`config.mk`:
```
export PLATFORM = sky130hd
export DESIGN_NAME = lane_split_unit
export DESIGN_NICKNAME = d
export VERILOG_FILES = /design/src/rtl/dwbus_pkg.sv /design/src/rtl/lane_planner.sv /design/src/rtl/byte_rotator.sv /design/src/rtl/lane_gate.sv /design/src/rtl/lane_split_unit.sv
export SDC_FILE = /design/constraint.sdc
export NUM_CORES = 1
export LEC_CHECK = 0
export ABC_AREA = 1
export BUFFER_PORTS_ARGS = -buffer_cell sky130_fd_sc_hd__buf_2
export CORE_MARGIN = 2
export CORE_UTILIZATION = 50
export CTS_CLUSTER_DIAMETER = 100
export DETAILED_ROUTE_END_ITERATION = 10
export PLACE_DENSITY = 0.8
export SYNTH_ARGS = -nofsm -noshare
export SYNTH_HDL_FRONTEND = slang
export SYNTH_SLANG_ARGS = --single-unit
```
`constraint.sdc`:
```
create_clock -name clk -period 6 [get_ports clk]
set_input_delay 1.2 -clock clk [delete_from_list [all_inputs] [get_ports clk]]
set_output_delay 1.2 -clock clk [all_outputs]
set_load 0.01 [all_outputs]
```
`src/rtl/dwbus_pkg.sv`:
```
package dwbus_pkg;

  typedef enum logic [1:0] {
    ST_IDLE   = 2'd0,
    ST_FIRST  = 2'd1,
    ST_SECOND = 2'd2
  } seq_state_e;

  localparam logic [1:0] SZ_BYTE = 2'd0;
  localparam logic [1:0] SZ_HALF = 2'd1;
  localparam logic [1:0] SZ_WORD = 2'd2;

endpackage

```
`src/rtl/lane_planner.sv`:
```
module lane_planner #(
  parameter int NLANES = 4,
  localparam int OFFW = $clog2(NLANES),
  localparam int SZW  = $clog2(OFFW + 1)
) (
  input  logic [OFFW-1:0]   offset,
  input  logic [SZW-1:0]    size,
  output logic [NLANES-1:0] first_mask,
  output logic [NLANES-1:0] second_mask,
  output logic              crosses,
  output logic              misaligned
);
  logic [NLANES-1:0]   base_mask;
  logic [2*NLANES-1:0] wide_mask;
  logic [OFFW-1:0]     size_low;

  // lanes 0..len-1 before shifting by the byte offset
  for (genvar i = 0; i < NLANES; i++) begin : g_base
    assign base_mask[i] = (32'(i) < (32'd1 << size));
  end

  // low offset bits that must be zero for natural alignment
  for (genvar b = 0; b < OFFW; b++) begin : g_low
    assign size_low[b] = (SZW'(b) < size);
  end

  assign wide_mask   = {{NLANES{1'b0}}, base_mask} << offset;
  assign first_mask  = wide_mask[NLANES-1:0];
  assign second_mask = wide_mask[2*NLANES-1:NLANES];
  assign crosses     = |second_mask;
  assign misaligned  = |(offset & size_low);
endmodule

```
`src/rtl/byte_rotator.sv`:
```
module byte_rotator #(
  parameter int NLANES = 4,
  parameter bit LEFT   = 1'b1,
  localparam int OFFW = $clog2(NLANES),
  localparam int DW   = 8 * NLANES
) (
  input  logic [DW-1:0]   din,
  input  logic [OFFW-1:0] amt,
  output logic [DW-1:0]   dout
);
  for (genvar j = 0; j < NLANES; j++) begin : g_lane
    localparam logic [OFFW-1:0] JL = OFFW'(j);
    logic [OFFW-1:0] src;
    if (LEFT) begin : g_left
      assign src = JL - amt;
    end else begin : g_right
      assign src = JL + amt;
    end
    assign dout[8*j +: 8] = din[8*src +: 8];
  end
endmodule

```
`src/rtl/lane_gate.sv`:
```
module lane_gate #(
  parameter int NLANES = 4,
  localparam int DW = 8 * NLANES
) (
  input  logic [DW-1:0]     din,
  input  logic [NLANES-1:0] keep,
  output logic [DW-1:0]     dout
);
  for (genvar j = 0; j < NLANES; j++) begin : g_lane
    assign dout[8*j +: 8] = keep[j] ? din[8*j +: 8] : 8'h00;
  end
endmodule

```
`src/rtl/lane_split_unit.sv`:
```
module lane_split_unit
  import dwbus_pkg::*;
#(
  parameter int AW     = 32,
  parameter int NLANES = 4,
  localparam int OFFW = $clog2(NLANES),
  localparam int SZW  = $clog2(OFFW + 1),
  localparam int DW   = 8 * NLANES
) (
  input  logic              clk,
  input  logic              rst,
  input  logic              req_valid,
  input  logic              req_write,
  input  logic [SZW-1:0]    req_size,
  input  logic [AW-1:0]     req_addr,
  input  logic [DW-1:0]     req_wdata,
  input  logic              align_chk_en,
  output logic              busy,
  output logic              done,
  output logic              align_fault,
  output logic [DW-1:0]     rdata,
  output logic              bus_valid,
  output logic              bus_write,
  output logic [AW-1:0]     bus_addr,
  output logic [NLANES-1:0] bus_be_n,
  output logic [DW-1:0]     bus_wdata,
  input  logic [DW-1:0]     bus_rdata,
  input  logic              bus_ready
);
  localparam logic [AW-1:0] WORD_STEP = AW'(NLANES);

  seq_state_e        state_q;
  logic              write_q;
  logic [OFFW-1:0]   off_q;
  logic [NLANES-1:0] m1_q, m2_q;
  logic              split_q;
  logic [DW-1:0]     rot_wdata_q;
  logic [DW-1:0]     lane_buf_q;

  logic              bus_valid_q, bus_write_q, done_q, fault_q;
  logic [AW-1:0]     bus_addr_q;
  logic [NLANES-1:0] bus_be_n_q;
  logic [DW-1:0]     bus_wdata_q, rdata_q;

  // request decode
  logic [OFFW-1:0]   req_off;
  logic [NLANES-1:0] plan_m1, plan_m2;
  logic              plan_cross, plan_misal;
  logic [DW-1:0]     rot_now;

  assign req_off = req_addr[OFFW-1:0];

  lane_planner #(.NLANES(NLANES)) u_plan (
    .offset     (req_off),
    .size       (req_size),
    .first_mask (plan_m1),
    .second_mask(plan_m2),
    .crosses    (plan_cross),
    .misaligned (plan_misal)
  );

  byte_rotator #(.NLANES(NLANES), .LEFT(1'b1)) u_wrot (
    .din (req_wdata),
    .amt (req_off),
    .dout(rot_now)
  );

  // lane-gated store data for the cycle about to be launched
  logic [NLANES-1:0] cyc_mask;
  logic [DW-1:0]     cyc_src, cyc_data;

  assign cyc_mask = (state_q == ST_IDLE) ? plan_m1 : m2_q;
  assign cyc_src  = (state_q == ST_IDLE) ? rot_now : rot_wdata_q;

  lane_gate #(.NLANES(NLANES)) u_wgate (
    .din (cyc_src),
    .keep(cyc_mask),
    .dout(cyc_data)
  );

  // read merge: first-cycle lanes from the buffer when split
  logic              in_second;
  logic [DW-1:0]     first_src, first_part, second_part, merged, rd_result;
  logic [NLANES-1:0] second_keep;

  assign in_second   = (state_q == ST_SECOND);
  assign first_src   = in_second ? lane_buf_q : bus_rdata;
  assign second_keep = m2_q & {NLANES{in_second}};

  lane_gate #(.NLANES(NLANES)) u_rgate_a (
    .din (first_src),
    .keep(m1_q),
    .dout(first_part)
  );

  lane_gate #(.NLANES(NLANES)) u_rgate_b (
    .din (bus_rdata),
    .keep(second_keep),
    .dout(second_part)
  );

  assign merged = first_part | second_part;

  byte_rotator #(.NLANES(NLANES), .LEFT(1'b0)) u_rrot (
    .din (merged),
    .amt (off_q),
    .dout(rd_result)
  );

  logic last_beat;
  assign last_beat = bus_ready &&
                     (((state_q == ST_FIRST) && !split_q) || in_second);

  always_ff @(posedge clk) begin
    if (rst) begin
      state_q     <= ST_IDLE;
      write_q     <= 1'b0;
      off_q       <= '0;
      m1_q        <= '0;
      m2_q        <= '0;
      split_q     <= 1'b0;
      rot_wdata_q <= '0;
      lane_buf_q  <= '0;
      bus_valid_q <= 1'b0;
      bus_write_q <= 1'b0;
      bus_addr_q  <= '0;
      bus_be_n_q  <= '1;
      bus_wdata_q <= '0;
      done_q      <= 1'b0;
      fault_q     <= 1'b0;
      rdata_q     <= '0;
    end else begin
      done_q  <= 1'b0;
      fault_q <= 1'b0;
      unique case (state_q)
        ST_IDLE: begin
          if (req_valid) begin
            if (align_chk_en && plan_misal) begin
              fault_q <= 1'b1;
            end else begin
              write_q     <= req_write;
              off_q       <= req_off;
              m1_q        <= plan_m1;
              m2_q        <= plan_m2;
              split_q     <= plan_cross;
              rot_wdata_q <= rot_now;
              bus_valid_q <= 1'b1;
              bus_write_q <= req_write;
              bus_addr_q  <= {req_addr[AW-1:OFFW], {OFFW{1'b0}}};
              bus_be_n_q  <= ~plan_m1;
              bus_wdata_q <= req_write ? cyc_data : '0;
              state_q     <= ST_FIRST;
            end
          end
        end
        ST_FIRST: begin
          if (bus_ready && split_q) begin
            lane_buf_q  <= bus_rdata;
            bus_addr_q  <= bus_addr_q + WORD_STEP;
            bus_be_n_q  <= ~m2_q;
            bus_wdata_q <= write_q ? cyc_data : '0;
            state_q     <= ST_SECOND;
          end
        end
        ST_SECOND: begin
        end
        default: state_q <= ST_IDLE;
      endcase
      if (last_beat) begin
        bus_valid_q <= 1'b0;
        bus_be_n_q  <= '1;
        bus_wdata_q <= '0;
        done_q      <= 1'b1;
        state_q     <= ST_IDLE;
        if (!write_q) rdata_q <= rd_result;
      end
    end
  end

  assign busy        = (state_q != ST_IDLE);
  assign done        = done_q;
  assign align_fault = fault_q;
  assign rdata       = rdata_q;
  assign bus_valid   = bus_valid_q;
  assign bus_write   = bus_write_q;
  assign bus_addr    = bus_addr_q;
  assign bus_be_n    = bus_be_n_q;
  assign bus_wdata   = bus_wdata_q;
endmodule

```
Yosys cells after proc, flatten, opt, wreduce, memory -nomap -nowiden:

Index checks and enable logic that the tools add are counted.

* bits in registers: 181
* bits in latches: 0
* memory bits (writable): 0
* ROM bits: 0
* bits of input ports: 104
* word-level logic and storage cells: 107
* memories: 0

* add/sub/neg operators: 8
* $mul: 0
* divide/modulo/power cells: 0
* $lt $le $gt $ge: 6
* equal/unequal tests: 5
* shifts and indexed selects: 10
* muxes and demuxes: 35
* bitwise gates (word level): 10
* reduce and logical (&&, ||, !) cells: 18

Operators by type and width (count)
* two-way mux 32 bit: 10
* indexed part select 32 x 6 -> 8 bit: 8
* one-hot mux 32 bit (2 select lines): 2
* two-way mux 8 bit: 12
* < comparator 1 x 32 -> 1 bit, first input constant: 2
* < comparator 2 x 32 -> 1 bit, first input constant: 2
* adder 32 x 3 -> 32 bit, second input constant: 1
* OR 32 bit: 1
* << shifter 1 x 2 -> 32 bit, first input constant: 1
* two-way mux 4 bit: 4
* NOT 4 bit: 2
* one-hot mux 4 bit (2 select lines): 1
* AND reduction 4 bit: 2
* << shifter 4 x 2 -> 8 bit: 1
* two-way mux 2 bit: 3
* one-hot mux 2 bit (3 select lines): 1
* NOT 1 bit: 5
* adder 2 bit, first input constant: 2
* AND 4 bit: 1
* logical AND 1 bit: 4
* < comparator 1 x 2 -> 1 bit, first input constant: 2
* inequality test 2 bit, second input constant: 2
* AND reduction 2 bit: 2
* nonzero test 2 bit: 2
* other kinds (15): 19

Longest topological paths before layout:

* depth after elaboration: 9
* mapped depth: 12

Cells and area by module:

From an unflattened synthesis, not the netlist that was laid out.

* cell total of the unflattened synthesis: 1879
* area total of the unflattened synthesis: 11222.0 sq um

Modules (own cells, without submodules)
* lane_split_unit: times used 1, cells each 1197, area each 8378.0 sq um, seq. area each 3583.4 sq um
* byte_rotator (u_rrot): times used 1, cells each 228, area each 988.4 sq um, seq. area each 0.0 sq um
* byte_rotator (u_wrot): times used 1, cells each 228, area each 973.4 sq um, seq. area each 0.0 sq um
* lane_gate: times used 3, cells each 68, area each 260.2 sq um, seq. area each 0.0 sq um
* lane_planner: times used 1, cells each 22, area each 101.3 sq um, seq. area each 0.0 sq um

Least setup slack after synthesis:

No wires, ideal clock.

* kind: input -> register
* start: in req_addr[0]
* end: reg bus_wdata_q[22] (netlist: bus_wdata[22])
* library setup time: 0.132 ns
* arrival: 2.782 ns
* setup slack: 3.085 ns
* stages: 12
* path through: buf_2 inv_2 buf_2 ha_1 buf_2 inv_1 clkbuf_1 nand3_1 o21ai_0 a21oi_1 nand3_1 a21oi_1

* cells in the longest elaborated chain, start to end: 8
* elaborated cells between the ends (all ways): 17

RTL lines
* start: declaration: line lane_split_unit.sv:15 `input logic [AW-1:0] req_addr,`
* subtractor 2 bit: line byte_rotator.sv:15 `assign src = JL - amt;`
* indexed part select 32 x 6 -> 8 bit: line byte_rotator.sv:19 `assign dout[8*j +: 8] = din[8*src +: 8];`
* two-way mux 32 bit: line lane_split_unit.sv:73 `assign cyc_src = (state_q == ST_IDLE) ? rot_now : rot_wdata_q;`
* two-way mux 8 bit: line lane_gate.sv:10 `assign dout[8*j +: 8] = keep[j] ? din[8*j +: 8] : 8'h00;`
* two-way mux 32 bit: line lane_split_unit.sv:151 `bus_wdata_q <= req_write ? cyc_data : '0;`
* two-way mux 32 bit: line lane_split_unit.sv:138 `if (align_chk_en && plan_misal) begin`
* two-way mux 32 bit: line lane_split_unit.sv:137 `if (req_valid) begin`
* one-hot mux 32 bit (2 select lines): line lane_split_unit.sv:135 `unique case (state_q)`
* end signal: assignment: line lane_split_unit.sv:151
* end signal: assignment: line lane_split_unit.sv:161 `bus_wdata_q <= write_q ? cyc_data : '0;`
* end: declaration: line lane_split_unit.sv:43 `logic [DW-1:0] bus_wdata_q, rdata_q;`

Several ways; a longest one is shown, not always the timed one. The select of a mux whose other input is x is not followed.
A chain may end at the register's enable or synchronous reset.

Final worst setup path:

* start: reg state_q[1]
* end: reg bus_addr_q[19] (netlist: bus_addr[19])

* cells in the longest elaborated chain, start to end: 3
* elaborated cells between the ends (all ways): 8

RTL lines
* start: declaration: line lane_split_unit.sv:32 `seq_state_e state_q;`
* start signal: assignment: line lane_split_unit.sv:116 `state_q <= ST_IDLE;`
* start signal: assignment: line lane_split_unit.sv:152 `state_q <= ST_FIRST;`
* start signal: assignment: line lane_split_unit.sv:162 `state_q <= ST_SECOND;`
* equality test 2 x 1 -> 1 bit or logical NOT 2 bit (tied branches): line lane_split_unit.sv:135
* inequality test 2 x 1 -> 1 bit (no source line) (tied with other cells)
* AND reduction 4 bit (no source line)
* end signal: assignment: line lane_split_unit.sv:149 `bus_addr_q <= {req_addr[AW-1:OFFW], {OFFW{1'b0}}};`
* end signal: assignment: line lane_split_unit.sv:159 `bus_addr_q <= bus_addr_q + WORD_STEP;`
* end: declaration: line lane_split_unit.sv:41 `logic [AW-1:0] bus_addr_q;`

Several ways; a longest one is shown, not always the timed one.

==> out/results.tsv <==
stage	metric	value	unit
cts	postcts setup bufs	0	
pwr	Pwr Density	277	nW/µm²
routing	WL final	30000	µm
final_layout	FF/Latch Area	3400	µm²
sta	slew at the pin with the worst max-slew slack	1080	ps
setup_path	CP max FO	80	
yosys	Post-synth EDFFs	0	
yosys	Top FF cell, synth	dfxtp_1	
floorplanning	full die area	20500	µm²
cts	number of clock sinks	170	
yosys	Synth Warn #	0	
floorplanning	# rows	50	
cts	post-cts sizing count	0	
routing	vias	10700	
floorplanning	chip height	143	µm
setup_path	data required time of the worst path	6320	ps
sta	max_slew headroom	27.9	%
cts	Clock Latency Late Sink	440	ps
setup_path	critical path cell sequence	nor2_4, inv_2, nor2_2, nand2_2, nand2_4, buf_4, inv_2, nor2_1, a21oi_1	
cts	clock slew at reported path FFs	70	ps
global_routing	total track usage	28.6	%
sta	Final Cycle Share	66.1	%
yosys	Synth Instances	1543	
sta	setup TNS	0	ps
final_layout	# nets final	1785	
placement	DP HPWL	21000	µm
pwr	VDD IR max	231	µV
final_layout	Syn-to-layout area delta	16.1	%
cts	CTS buffer count	17	
routing	first-pass detailed-route iteration total	5	
routing	Antenna Nets Post-Route	0	
sta	Final Max Slew Viols	0	
cts	clock tree buffer depth	2	
global_routing	first-pass GRT wire length	46700	µm
routing	drt initial violations	1077	
pwr	Tot Pwr	0.00311	W
yosys	Yosys reg bits	170	
floorplanning	core area	18800	µm²
final_layout	share of cells above drive strength 1	16.3	%
sta	Clock Skews	9.22	ps
global_routing	final global-route overflow total	0	
setup_path	WS Path Type	flip-flop to flip-flop	
pwr	leakage	5.28	nW
setup_path	most frequent CP cell	inv_2	
sta	maximum clock rate	252	MHz
setup_path	Reg2Reg Setup Slack	2030	ps
setup_path	Slowest cell on crit path	nor2_4	
yosys	Netlist Area Pre-Place	9680	µm²
global_routing	number of antenna violations at the first check in global routing	1	
setup_path	Crit path largest cell delay	680	ps
routing	mean routed wirelength per cell	15.4	µm
final_layout	area taken by multi-input logic gates	5440	µm²
run	max-cap violations	0	
routing	DRC	0	
placement	Port Buf Inserts	206	
sta	RSZ-0062 raised after global routing	no	
routing	drt via density	5.49	
setup_path	kind of end point of the critical path	flip-flop	
yosys	fraction of registers with async set/reset	0	%
placement	GP Congestion	0.936	
cts	Hold-fix buffers, CTS	0	
floorplanning	Chip Width	143	µm
global_routing	largest net degree at the start of global routing	81	
sta	Fin. Hold Viols	0	
cts	CTS tree	yes	
yosys	post-synthesis cell type count	34	
cts	root buf cell	clkbuf_16	
sta	Min Hold Slack	469	ps
final_layout	Core Util, Final	59.7	%
status	outcome	complete, no violations	
sta	Final setup viols	0	
cts	H-tree level count	4	
worst_hold_path	Hold/Removal Path Class	flip-flop to flip-flop	
final_layout	Layout fillers	1838	
floorplanning	I/O pin total	209	
sta	post-route minimum period	3970	ps
setup_path	critical path arrival	4290	ps
setup_path	CP Launch Type	flip-flop	
yosys	register area share after synthesis	35.2	%
yosys	Syn Area/Cell	6.27	µm²
floorplanning	Initial Util	51.4	%
global_routing	vias in the first global route	9353	
-- per-stage QoR --
stage	instances	worst slack, ps	instance area (µm²)
6_report	1952	2030	11200
5_1_grt	1951	1700	11200
4_1_cts	1951	2050	11200
3_5_place_dp	1919	1730	10600
3_3_place_gp	1919	1890	10600
2_1_floorplan	1544	3090	9680
-- worst paths after layout --
check,from,end,cells past startpoint
setup / recovery,state_q[1],bus_addr[19],9
hold / removal,bus_wdata[27],bus_wdata[27],2
setup reg to reg,state_q[1],bus_addr[19],9
hold reg to reg,bus_wdata[27],bus_wdata[27],2
-- cell type report --
type	instances	share of cell area [%]
multi-input combinational	1176	48.4
sequential	170	30.3
timing repair buffer	212	9.58
clock buffer	18	3.82
inverter	101	3.37
tap	260	2.90
clock inverter	14	1.61
antenna	1	0.0223
-- synthesized netlist by cell type (2+ instances only) --
| cell type | instances | area, µm² |
|---|---|---|
| o21ai_1 | 7 | 35.0 |
| buf_6 | 2 | 22.5 |
| nor3_1 | 8 | 40.0 |
| nand2_4 | 2 | 22.5 |
| inv_1 | 91 | 342 |
| or2_2 | 4 | 25.0 |
| nand4_1 | 3 | 18.8 |
| nor2_2 | 4 | 25.0 |
| o211ai_1 | 19 | 143 |
| nor2_1 | 198 | 743 |
| buf_4 | 9 | 67.6 |
| o21ai_0 | 129 | 646 |
| nor2_4 | 5 | 56.3 |
| a21oi_1 | 95 | 475 |
| buf_2 | 37 | 185 |
| ha_1 | 3 | 37.5 |
| nand3_1 | 237 | 1190 |
| clkbuf_1 | 40 | 150 |
| buf_1 | 9 | 33.8 |
| nand3b_1 | 9 | 67.6 |
| nand2_1 | 396 | 1490 |
| inv_2 | 10 | 37.5 |
| a211oi_1 | 2 | 15.0 |
| o21a_1 | 40 | 300 |
| dfxtp_1 | 170 | 3400 |
| xor2_1 | 3 | 26.3 |
| nand2_2 | 4 | 25.0 |
-- flip-flops by register name, indices dropped and copies added, names as in the netlist, 2 cells and up --
register and flops:
bus_wdata 32, bus_be_n 4, m2_q 3, m1_q 4, rot_wdata_q 24, lane_buf_q 32
bus_addr 30, off_q 2, rdata 32, state_q 2
-- power breakdown --
part | leakage, nW | internal, W | total [W] | switching, W
clock network | 0.297 | 0.000666 | 0.00117 | 0.000502
registers | 1.39 | 0.00121 | 0.00128 | 0.0000713
logic | 3.59 | 0.000224 | 0.000667 | 0.000443
total | 5.28 | 0.00210 | 0.00311 | 0.00102
-- placed cells by master, fill, tap and decap left out, types with 4 or more instances in the layout --
| master | instances |
|---|---|
| a21oi_1 | 95 |
| buf_2 | 206 |
| buf_4 | 6 |
| clkbuf_16 | 17 |
| dfxtp_1 | 170 |
| inv_1 | 90 |
| inv_2 | 11 |
| inv_6 | 7 |
| nand2_1 | 396 |
| nand2_2 | 4 |
| nand3_1 | 237 |
| nand3b_1 | 9 |
| nor2_1 | 198 |
| nor2_2 | 4 |
| nor2_4 | 5 |
| nor3_1 | 8 |
| o211ai_1 | 19 |
| o21a_1 | 40 |
| o21ai_0 | 129 |
| o21ai_1 | 7 |
| or2_2 | 4 |
-- worst max-delay path, delay by kind of cell, from the launching register on --
| kind | cells | cell delay [ps] |
|---|---|---|
| buffers and inverters | 3 | 1620 |
| AND/OR/NAND/NOR | 5 | 1690 |
| AO/OA/AOI/OAI | 1 | 90 |
| flip-flops | 1 | 370 |
-- routing by layer --
| metal | share of wire [%] | track usage [%] |
|---|---|---|
| met1 | 44 | 39.8 |
| met2 | 46 | 44.6 |
| met3 | 9.3 | 6.54 |
| met4 | 1.5 | 7.76 |
| met5 | 0 | 0 |
-- cell families after synthesis --
kind of cell / count (synthesis) / synth area share [%]
AO/OA/AOI/OAI: 294 / 16.8
XOR/XNOR: 5 / 0.530
adder cells (fa/ha/maj): 3 / 0.388
buffers and inverters: 198 / 8.66
flip-flops: 170 / 35.2
other: 1 / 0.0388
AND/OR/NAND/NOR: 872 / 38.4
(Power assumes the default switching activity.)
